**config.mk**
```make
export PLATFORM = sky130hd
export DESIGN_NAME = i2c_hold_slave
export DESIGN_NICKNAME = d
export VERILOG_FILES = /design/src/rtl/i2c_hold_pkg.sv /design/src/rtl/i2c_line_sync.sv /design/src/rtl/i2c_addr_match.sv /design/src/rtl/i2c_hold_regs.sv /design/src/rtl/i2c_hold_slave.sv
export SDC_FILE = /design/constraint.sdc
export NUM_CORES = 1
export LEC_CHECK = 0
export ABC_CLOCK_PERIOD_IN_PS = 2850
export CAP_MARGIN = 10
export CORE_MARGIN = 1.5
export CORE_UTILIZATION = 45
export DETAILED_ROUTE_END_ITERATION = 10
export PLACE_DENSITY = 0.71
export RECOVER_POWER = 50
export SYNTH_ARGS = -nofsm -noshare
export SYNTH_HDL_FRONTEND = slang
export SYNTH_HIERARCHICAL = 1
export SYNTH_SLANG_ARGS = --single-unit
```
**constraint.sdc**
```tcl
create_clock -name clk -period 2.85 [get_ports clk]
set_input_delay 0.57 -clock clk [delete_from_list [all_inputs] [get_ports clk]]
set_output_delay 0.57 -clock clk [all_outputs]
set_load 0.02 [all_outputs]
```
**src/rtl/i2c_hold_pkg.sv**
```systemverilog
package i2c_hold_pkg;
   typedef enum logic [2:0] {
      ST_IDLE,
      ST_ADR1,
      ST_ADR2,
      ST_RX,
      ST_TX
   } slv_state_e;

   localparam logic [1:0] REG_CTRL = 2'd0;
   localparam logic [1:0] REG_ADDR = 2'd1;
   localparam logic [1:0] REG_DATA = 2'd2;
   localparam logic [1:0] REG_STAT = 2'd3;

   localparam int STAT_OVF_BIT = 6;
   localparam logic [4:0] WIDE_PREFIX = 5'b11110;
endpackage

```
**src/rtl/i2c_line_sync.sv**
```systemverilog
module i2c_line_sync #(
   parameter int STAGES = 2
) (
   input  logic clk,
   input  logic rst_n,
   input  logic scl_i,
   input  logic sda_i,
   output logic scl_s,
   output logic sda_s,
   output logic scl_rise,
   output logic scl_fall,
   output logic start_evt,
   output logic stop_evt
);
   generate
      if (STAGES < 2) begin : g_bad_stages
         $error("i2c_line_sync needs at least two stages");
      end
   endgenerate

   logic [STAGES-1:0] scl_pipe, sda_pipe;
   logic              scl_prev, sda_prev;

   always_ff @(posedge clk or negedge rst_n) begin
      if (!rst_n) begin
         scl_pipe <= '1;
         sda_pipe <= '1;
         scl_prev <= 1'b1;
         sda_prev <= 1'b1;
      end else begin
         scl_pipe <= {scl_pipe[STAGES-2:0], scl_i};
         sda_pipe <= {sda_pipe[STAGES-2:0], sda_i};
         scl_prev <= scl_pipe[STAGES-1];
         sda_prev <= sda_pipe[STAGES-1];
      end
   end

   assign scl_s     = scl_pipe[STAGES-1];
   assign sda_s     = sda_pipe[STAGES-1];
   assign scl_rise  = scl_s & ~scl_prev;
   assign scl_fall  = ~scl_s & scl_prev;
   assign start_evt = scl_s & scl_prev & sda_prev & ~sda_s;
   assign stop_evt  = scl_s & scl_prev & ~sda_prev & sda_s;
endmodule

```
**src/rtl/i2c_addr_match.sv**
```systemverilog
module i2c_addr_match import i2c_hold_pkg::*; #(
   parameter int ADDR_BITS  = 10,
   parameter int BYTE_W     = 8,
   parameter bit ALLOW_WIDE = 1'b1
) (
   input  logic [BYTE_W-1:0]    byte_in,
   input  logic [ADDR_BITS-1:0] slave_addr,
   input  logic                 wide,
   input  logic                 wide_seen,
   output logic                 hit7,
   output logic                 hit_hi_w,
   output logic                 hit_hi_r,
   output logic                 hit_lo
);
   generate
      if (ADDR_BITS != 10 || BYTE_W != 8) begin : g_bad_geom
         $error("i2c_addr_match expects a 10-bit address and 8-bit bytes");
      end
   endgenerate

   logic use_wide;
   assign hit7 = ~use_wide && (byte_in[7:1] == slave_addr[6:0]);

   generate
      if (ALLOW_WIDE) begin : g_wide
         logic hi_ok;
         assign use_wide = wide;
         assign hi_ok    = (byte_in[7:3] == WIDE_PREFIX) && (byte_in[2:1] == slave_addr[9:8]);
         assign hit_hi_w = wide && hi_ok && !byte_in[0];
         assign hit_hi_r = wide && hi_ok && byte_in[0] && wide_seen;
         assign hit_lo   = wide && (byte_in == slave_addr[7:0]);
      end else begin : g_narrow
         assign use_wide = 1'b0;
         assign hit_hi_w = 1'b0;
         assign hit_hi_r = 1'b0;
         assign hit_lo   = 1'b0;
      end
   endgenerate
endmodule

```
**src/rtl/i2c_hold_regs.sv**
```systemverilog
module i2c_hold_regs import i2c_hold_pkg::*; #(
   parameter int REG_W     = 16,
   parameter int ADDR_BITS = 10,
   parameter int BYTE_W    = 8
) (
   input  logic                 clk,
   input  logic                 rst_n,
   input  logic [1:0]           reg_addr,
   input  logic                 reg_wr,
   input  logic                 reg_rd,
   input  logic [REG_W-1:0]     reg_wdata,
   output logic [REG_W-1:0]     reg_rdata,
   input  logic                 rx_load,
   input  logic [BYTE_W-1:0]    rx_byte,
   input  logic                 ovf_set,
   input  logic                 rel_clr,
   input  logic                 st_dir,
   input  logic                 st_sel,
   input  logic                 st_mnack,
   input  logic                 st_busy,
   input  logic                 st_hold,
   output logic                 ctrl_rel,
   output logic                 ctrl_wide,
   output logic                 ctrl_stretch,
   output logic [ADDR_BITS-1:0] slave_addr,
   output logic [BYTE_W-1:0]    tx_byte,
   output logic                 tx_wr,
   output logic                 rx_full,
   output logic                 ovf,
   output logic [BYTE_W-1:0]    rx_buf,
   output logic                 irq
);
   generate
      if (REG_W < ADDR_BITS || REG_W < STAT_OVF_BIT + 1) begin : g_bad_width
         $error("i2c_hold_regs register width too small");
      end
   endgenerate

   logic wr_ctrl, wr_addr, wr_data, wr_stat, rd_data;
   assign wr_ctrl = reg_wr && (reg_addr == REG_CTRL);
   assign wr_addr = reg_wr && (reg_addr == REG_ADDR);
   assign wr_data = reg_wr && (reg_addr == REG_DATA);
   assign wr_stat = reg_wr && (reg_addr == REG_STAT);
   assign rd_data = reg_rd && (reg_addr == REG_DATA);
   assign tx_wr   = wr_data;

   always_ff @(posedge clk or negedge rst_n) begin
      if (!rst_n) begin
         ctrl_rel     <= 1'b0;
         ctrl_wide    <= 1'b0;
         ctrl_stretch <= 1'b0;
         slave_addr   <= '0;
         tx_byte      <= '0;
         rx_full      <= 1'b0;
         ovf          <= 1'b0;
         rx_buf       <= '0;
         irq          <= 1'b0;
      end else begin
         irq <= rx_load;
         if (wr_ctrl) begin
            ctrl_rel     <= reg_wdata[0];
            ctrl_wide    <= reg_wdata[1];
            ctrl_stretch <= reg_wdata[2];
         end else if (rel_clr) begin
            ctrl_rel <= 1'b0;
         end
         if (wr_addr) slave_addr <= reg_wdata[ADDR_BITS-1:0];
         if (wr_data) tx_byte <= reg_wdata[BYTE_W-1:0];
         if (rx_load) begin
            rx_buf  <= rx_byte;
            rx_full <= 1'b1;
         end else if (rd_data) begin
            rx_full <= 1'b0;
         end
         if (ovf_set)      ovf <= 1'b1;
         else if (wr_stat) ovf <= reg_wdata[STAT_OVF_BIT];
      end
   end

   always_comb begin
      case (reg_addr)
         REG_CTRL: reg_rdata = REG_W'({ctrl_stretch, ctrl_wide, ctrl_rel});
         REG_ADDR: reg_rdata = REG_W'(slave_addr);
         REG_DATA: reg_rdata = REG_W'(rx_buf);
         default:  reg_rdata = REG_W'({ovf, st_hold, st_busy, st_mnack, st_sel, st_dir, rx_full});
      endcase
   end
endmodule

```
**src/rtl/i2c_hold_slave.sv**
```systemverilog
module i2c_hold_slave import i2c_hold_pkg::*; #(
   parameter int SYNC_STAGES = 2,
   parameter int REG_W       = 16,
   parameter bit ALLOW_WIDE  = 1'b1
) (
   input  logic             clk,
   input  logic             rst_n,
   input  logic             scl_i,
   input  logic             sda_i,
   output logic             scl_low_o,
   output logic             sda_low_o,
   input  logic [1:0]       reg_addr,
   input  logic             reg_wr,
   input  logic             reg_rd,
   input  logic [REG_W-1:0] reg_wdata,
   output logic [REG_W-1:0] reg_rdata,
   output logic             irq_o
);
   localparam int ADDR_BITS = 10;
   localparam int BYTE_W    = 8;
   localparam int CNT_W     = $clog2(BYTE_W + 2);
   localparam logic [CNT_W-1:0] LAST_BIT = CNT_W'(BYTE_W - 1);
   localparam logic [CNT_W-1:0] ACK_SLOT = CNT_W'(BYTE_W);
   localparam logic [CNT_W-1:0] ACK_DONE = CNT_W'(BYTE_W + 1);

   logic scl_s, sda_s, scl_rise, scl_fall, start_evt, stop_evt;
   logic ctrl_rel, ctrl_wide, ctrl_stretch, tx_wr, rx_full, ovf;
   logic [ADDR_BITS-1:0] slave_addr;
   logic [BYTE_W-1:0]    tx_byte, rx_buf;
   logic hit7, hit_hi_w, hit_hi_r, hit_lo;

   slv_state_e           st, dec_state;
   logic [CNT_W-1:0]     cnt;
   logic [BYTE_W-1:0]    sr, tx_sr, byte_in;
   logic ack_pend, ack_low, tx_phase, hold, rw, sel, mnack, busy, wide_seen, m_ack;
   logic dec_ack, dec_sel, dec_rw, dec_m10, dec_take;
   logic byte_done, rx_load, ovf_set, rel_clr;

   i2c_line_sync #(.STAGES(SYNC_STAGES)) u_sync (
      .clk(clk), .rst_n(rst_n), .scl_i(scl_i), .sda_i(sda_i),
      .scl_s(scl_s), .sda_s(sda_s), .scl_rise(scl_rise), .scl_fall(scl_fall),
      .start_evt(start_evt), .stop_evt(stop_evt)
   );

   assign byte_in = {sr[BYTE_W-2:0], sda_s};

   i2c_addr_match #(.ADDR_BITS(ADDR_BITS), .BYTE_W(BYTE_W), .ALLOW_WIDE(ALLOW_WIDE)) u_match (
      .byte_in(byte_in), .slave_addr(slave_addr), .wide(ctrl_wide), .wide_seen(wide_seen),
      .hit7(hit7), .hit_hi_w(hit_hi_w), .hit_hi_r(hit_hi_r), .hit_lo(hit_lo)
   );

   always_comb begin
      dec_ack   = 1'b0;
      dec_state = st;
      dec_sel   = sel;
      dec_rw    = rw;
      dec_m10   = wide_seen;
      dec_take  = 1'b0;
      case (st)
         ST_ADR1: begin
            if (hit7) begin
               dec_ack   = 1'b1;
               dec_sel   = 1'b1;
               dec_rw    = byte_in[0];
               dec_state = byte_in[0] ? ST_TX : ST_RX;
               dec_take  = 1'b1;
            end else if (hit_hi_w) begin
               dec_ack   = 1'b1;
               dec_state = ST_ADR2;
            end else if (hit_hi_r) begin
               dec_ack   = 1'b1;
               dec_sel   = 1'b1;
               dec_rw    = 1'b1;
               dec_state = ST_TX;
               dec_take  = 1'b1;
            end else begin
               dec_state = ST_IDLE;
               dec_m10   = 1'b0;
            end
         end
         ST_ADR2: begin
            if (hit_lo) begin
               dec_ack   = 1'b1;
               dec_sel   = 1'b1;
               dec_rw    = 1'b0;
               dec_m10   = 1'b1;
               dec_state = ST_RX;
               dec_take  = 1'b1;
            end else begin
               dec_state = ST_IDLE;
               dec_m10   = 1'b0;
            end
         end
         ST_RX: begin
            if (!rx_full) begin
               dec_ack  = 1'b1;
               dec_take = 1'b1;
            end
         end
         default: ;
      endcase
   end

   assign byte_done = scl_rise && (cnt == LAST_BIT) && !start_evt && !stop_evt;
   assign rx_load   = byte_done && (st == ST_RX) && !rx_full;
   assign ovf_set   = byte_done && (st == ST_RX) && rx_full;
   assign rel_clr   = byte_done && dec_take && ctrl_stretch;

   always_ff @(posedge clk or negedge rst_n) begin
      if (!rst_n) begin
         st        <= ST_IDLE;
         cnt       <= '0;
         sr        <= '0;
         tx_sr     <= '0;
         ack_pend  <= 1'b0;
         ack_low   <= 1'b0;
         tx_phase  <= 1'b0;
         hold      <= 1'b0;
         rw        <= 1'b0;
         sel       <= 1'b0;
         mnack     <= 1'b0;
         busy      <= 1'b0;
         wide_seen <= 1'b0;
         m_ack     <= 1'b0;
      end else if (stop_evt) begin
         st        <= ST_IDLE;
         cnt       <= '0;
         ack_pend  <= 1'b0;
         ack_low   <= 1'b0;
         tx_phase  <= 1'b0;
         hold      <= 1'b0;
         rw        <= 1'b0;
         sel       <= 1'b0;
         busy      <= 1'b0;
         wide_seen <= 1'b0;
      end else if (start_evt) begin
         st       <= ST_ADR1;
         cnt      <= '0;
         ack_pend <= 1'b0;
         ack_low  <= 1'b0;
         tx_phase <= 1'b0;
         hold     <= 1'b0;
         sel      <= 1'b0;
         mnack    <= 1'b0;
         busy     <= 1'b1;
      end else begin
         if (hold && ctrl_rel) hold <= 1'b0;
         if (tx_wr && hold && st == ST_TX) tx_sr <= reg_wdata[BYTE_W-1:0];
         if (scl_rise) begin
            if (cnt < ACK_SLOT) sr <= byte_in;
            if (cnt == ACK_SLOT) m_ack <= ~sda_s;
            if (cnt != ACK_DONE) cnt <= cnt + 1'b1;
            if (byte_done) begin
               ack_pend  <= dec_ack;
               st        <= dec_state;
               sel       <= dec_sel;
               rw        <= dec_rw;
               wide_seen <= dec_m10;
            end
         end
         if (scl_fall) begin
            if (cnt == ACK_SLOT) begin
               ack_low  <= ack_pend;
               tx_phase <= 1'b0;
            end else if (cnt == ACK_DONE) begin
               ack_low  <= 1'b0;
               ack_pend <= 1'b0;
               cnt      <= '0;
               if (ack_low && ctrl_stretch && !ctrl_rel) hold <= 1'b1;
               if (st == ST_TX) begin
                  if (ack_low || m_ack) begin
                     tx_sr    <= tx_byte;
                     tx_phase <= 1'b1;
                  end else begin
                     tx_phase <= 1'b0;
                     mnack    <= 1'b1;
                     st       <= ST_IDLE;
                  end
               end
            end else if (tx_phase && cnt != '0) begin
               tx_sr <= {tx_sr[BYTE_W-2:0], 1'b0};
            end
         end
      end
   end

   assign scl_low_o = hold;
   assign sda_low_o = ack_low | (tx_phase & ~tx_sr[BYTE_W-1]);

   i2c_hold_regs #(.REG_W(REG_W), .ADDR_BITS(ADDR_BITS), .BYTE_W(BYTE_W)) u_regs (
      .clk(clk), .rst_n(rst_n), .reg_addr(reg_addr), .reg_wr(reg_wr), .reg_rd(reg_rd),
      .reg_wdata(reg_wdata), .reg_rdata(reg_rdata),
      .rx_load(rx_load), .rx_byte(byte_in), .ovf_set(ovf_set), .rel_clr(rel_clr),
      .st_dir(rw), .st_sel(sel), .st_mnack(mnack), .st_busy(busy), .st_hold(hold),
      .ctrl_rel(ctrl_rel), .ctrl_wide(ctrl_wide), .ctrl_stretch(ctrl_stretch),
      .slave_addr(slave_addr), .tx_byte(tx_byte), .tx_wr(tx_wr),
      .rx_full(rx_full), .ovf(ovf), .rx_buf(rx_buf), .irq(irq_o)
   );
endmodule

```
==> impl_metrics.csv <==
group,metric,value,unit
detailed_routing,first_pass_iters,4,
clocking,cts_buffer_depth,2,
grt,grt_max_degree,39,
place,routabilityCongestion,0.881,
synth,ys_seq_area_share,47.5,%
worst_setup_path,slowest_stage,"clkdlybuf4s50_1",
grt,grt_pass1_vias,2660,
worst_setup_path,cp_top_family,"buffers and inverters",
synth,async_reset_ff_share,100,%
sta,setup_ws,0.0861,ns
clocking,cts.sinks,70,
detailed_routing,wl_per_cell,17.4,microns
worst_setup_path,critPathMaxStageDelay,0.60,ns
synth,synth_cell_type_count,55,
floorplanning,die_y,93.7,microns
sta,fmax,362,MHz
synth,synth-edff-count,0,
floorplanning,rows,32,
floorplanning,dieArea,8780,sq um
min_path,whs_path_depth,0,
final_layout,final_common_cell,"dfrtp_1",
synth,syn_area_per_cell,11.5,sq um
final_layout,final_cell_mix,"dfrtp_1 (64), mux2_2 (26), nor2_1 (22), clkdlybuf4s50_1 (20), buf_4 (17)",
outcome,status,"finished, violations left",
worst_setup_path,critical_path_arrival,2.19,ns
place,dp_hpwl,6020,microns
sta,finalCriticalPeriod,2.76,ns
clocking,cts_tree,"done",
grt,grt_use_total,20.3,%
final_layout,drive_gt1_share,23.1,%
detailed_routing,postRouteAntennaNets,0,
worst_setup_path,crit_type,"in2out",
clocking,clock_latency,0.35,ns
grt,grt_overflow,0,
detailed_routing,first_iter_violations,112,
clocking,htree_levels,3,
clocking,cts_hold_buf,0,
sta,hold_viol_final,0,
worst_setup_path,cp_cell_sequence,"clkdlybuf4s50_1 > buf_12 > and2b_4 > a22o_1 > clkdlybuf4s50_1",
place,io_buffers,30,
final_layout,nets,396,
final_layout,syn_to_final_growth,18.9,%
pwr,p_leak,2.05,nW
synth,syn_area,3700,sq um
sta,relSlewSlack,-32.8,%
worst_setup_path,crit_path_max_fanout,14,
floorplanning,ios,43,
sta,setup_tns,0,ns
floorplanning,core,7850,sq um
sta,maxSlewViolCount,72,
clocking,clkTransAtPathRegs,0.07,ns
sta,tightest_slew,1.99,ns
worst_setup_path,path_depth,5,
min_path,hold_class,"reg2reg",
final_layout,antennaDiodeCount,0,
grt,antenna_found_initial,0,
grt,grt_first_pass_wirelength,13400,microns
synth,yosys_warnings,6,
synth,synth-seq-cells,70,
job,max_cap_viol_count,2,
synth,synthFlopType,"dfrtp_1",
worst_setup_path,crit_path_end_kind,"primary output",
final_layout,fillerInstances,693,
clocking,numCtsBuffers,9,
place,dp_worst_setup_slack,-0.0782,ns
detailed_routing,vias,2685,
worst_setup_path,path_buf_inv,3,
synth,syn_inst,322,
worst_setup_path,rr_worst_depth,6,
sta,finalCritPeriodShare,97.0,%
floorplanning,die_x,93.7,microns
worst_setup_path,worstPathRequired,2.28,ns
sta,worst_clock_skew,0.0112,ns
final_layout,final_core_util,56.1,%
sta,finalSetupViolations,0,
pwr,p_per_area,647,nW/um^2
sta,rsz0062_at_grt,"no",
outcome,violations,"max-capacitance violations, max-slew violations",
worst_setup_path,cp_common_cell,"clkdlybuf4s50_1",
worst_setup_path,cp-start-kind,"input pin",
pwr,peakVddDrop,0.000328,V
detailed_routing,viasPerCell,5.65,
clocking,clock_tree.root_cell,"clkbuf_8",
detailed_routing,drc_errors,0,
floorplanning,initial_core_util,47.2,%
detailed_routing,drt_wl_total,8260,microns
worst paths after layout:
kind / startpoint / end / slack, ns
max: reg_addr[0] / reg_rdata[7] / 0.09
min: u_sync/sda_pipe[0] / u_sync/sda_pipe[1] / 0.36
max reg2reg: u_sync/sda_pipe[1] / u_regs/rx_buf[3] / 0.15
min reg2reg: u_sync/sda_pipe[0] / u_sync/sda_pipe[1] / 0.36
max in group asynchronous: rst_n / u_regs/irq / 0.78
min in group asynchronous: rst_n / cnt[1] / 0.77
stage by stage:
step | power, mW | instance area (sq um) | hold slack (ns) | cells
3_5_place_dp | 2.01 | 4190 | 0.347 | 460
4_1_cts | 2.88 | 4400 | 0.259 | 475
2_1_floorplan | 1.76 | 3720 | 0.274 | 327
5_1_grt | 3.00 | 4400 | 0.366 | 475
3_3_place_gp | 1.98 | 4190 | 0.346 | 460
6_report | 2.85 | 4400 | 0.362 | 475
registers in the layout, indices dropped and copies added, names as in the netlist, 2 cells and up:
name / count
u_regs/slave_addr: 10
u_regs/rx_buf: 8
u_sync/sda_pipe: 2
u_sync/scl_pipe: 2
tx_sr: 8
st: 3
sr: 7
u_regs/tx_byte: 8
cnt: 4
cells in the mapped netlist, drive strengths merged, types with 2 or more instances:
master,count,area [sq um]
and3b,2,17.5
mux2i,4,40.0
nor3b,4,40.0
nand3b,4,42.5
inv,10,37.5
clkbuf,6,22.5
dfstp,6,158
mux4,3,71.3
a31oi,2,12.5
and3,2,12.5
a21o,4,30.0
nor2b,9,56.3
or2,3,18.8
xor2,4,35.0
o211ai,2,15.0
nor3,9,45.0
nand4b,2,17.5
mux2,40,503
a22o,11,96.3
and4b,2,20.0
nor2,22,82.6
o21ai,7,35.0
a221o,7,70.1
a21oi,6,30.0
buf,13,92.6
xnor2,15,131
nand2b,3,18.8
a211oi,3,22.5
nand3,12,60.1
nand2,15,56.3
dfrtp,64,1600
nor4,2,12.5
nand4,4,25.0
and2,3,18.8
ha,3,37.5
cell families (layout without fill, tap and decap cells):
| kind of cell | count (synthesis) | in the layout | synth area share [%] |
|---|---|---|---|
| buffers and inverters | 29 | 75 | 4.12 |
| AO/OA/AOI/OAI | 51 | 51 | 10.4 |
| AND/OR/NAND/NOR | 102 | 102 | 15.7 |
| adder cells (fa/ha/maj) | 3 | 3 | 1.01 |
| other | 1 | 6 | 0.101 |
| XOR/XNOR | 19 | 19 | 4.49 |
| multiplexers | 47 | 47 | 16.6 |
| flip-flops | 70 | 70 | 47.5 |
metal layers:
layer	wire, microns	track usage (%)
met5	0	0
met1	3820	28.6
met3	495	5.02
met4	132	7.84
met2	3810	30.3
where the power goes:
group,switching (mW),leakage (nW),total (mW),internal (mW)
Combinational,0.293,1.05,0.659,0.365
Clock,0.373,0.109,0.861,0.487
Sequential,0.189,0.886,1.33,1.14
layout make-up:
class                   instances  area (sq um)  share of cell area, %
multi-input cells             228          1810                   41.1
well taps                     102           128                   2.90
clock buffers                   9           124                   2.81
repair buffers                 50           455                   10.3
inverters                      10          37.5                  0.853
flip-flops and latches         70          1760                   40.0
clock inverters                 6          87.6                   1.99
what timing repair did:
action	in CTS	in global routing
buffers inserted	0	0
gates resized for setup	3	4
setup endpoints to repair	3	4
gates cloned	0	0
No activity file was read; power rests on OpenSTA's default activity.
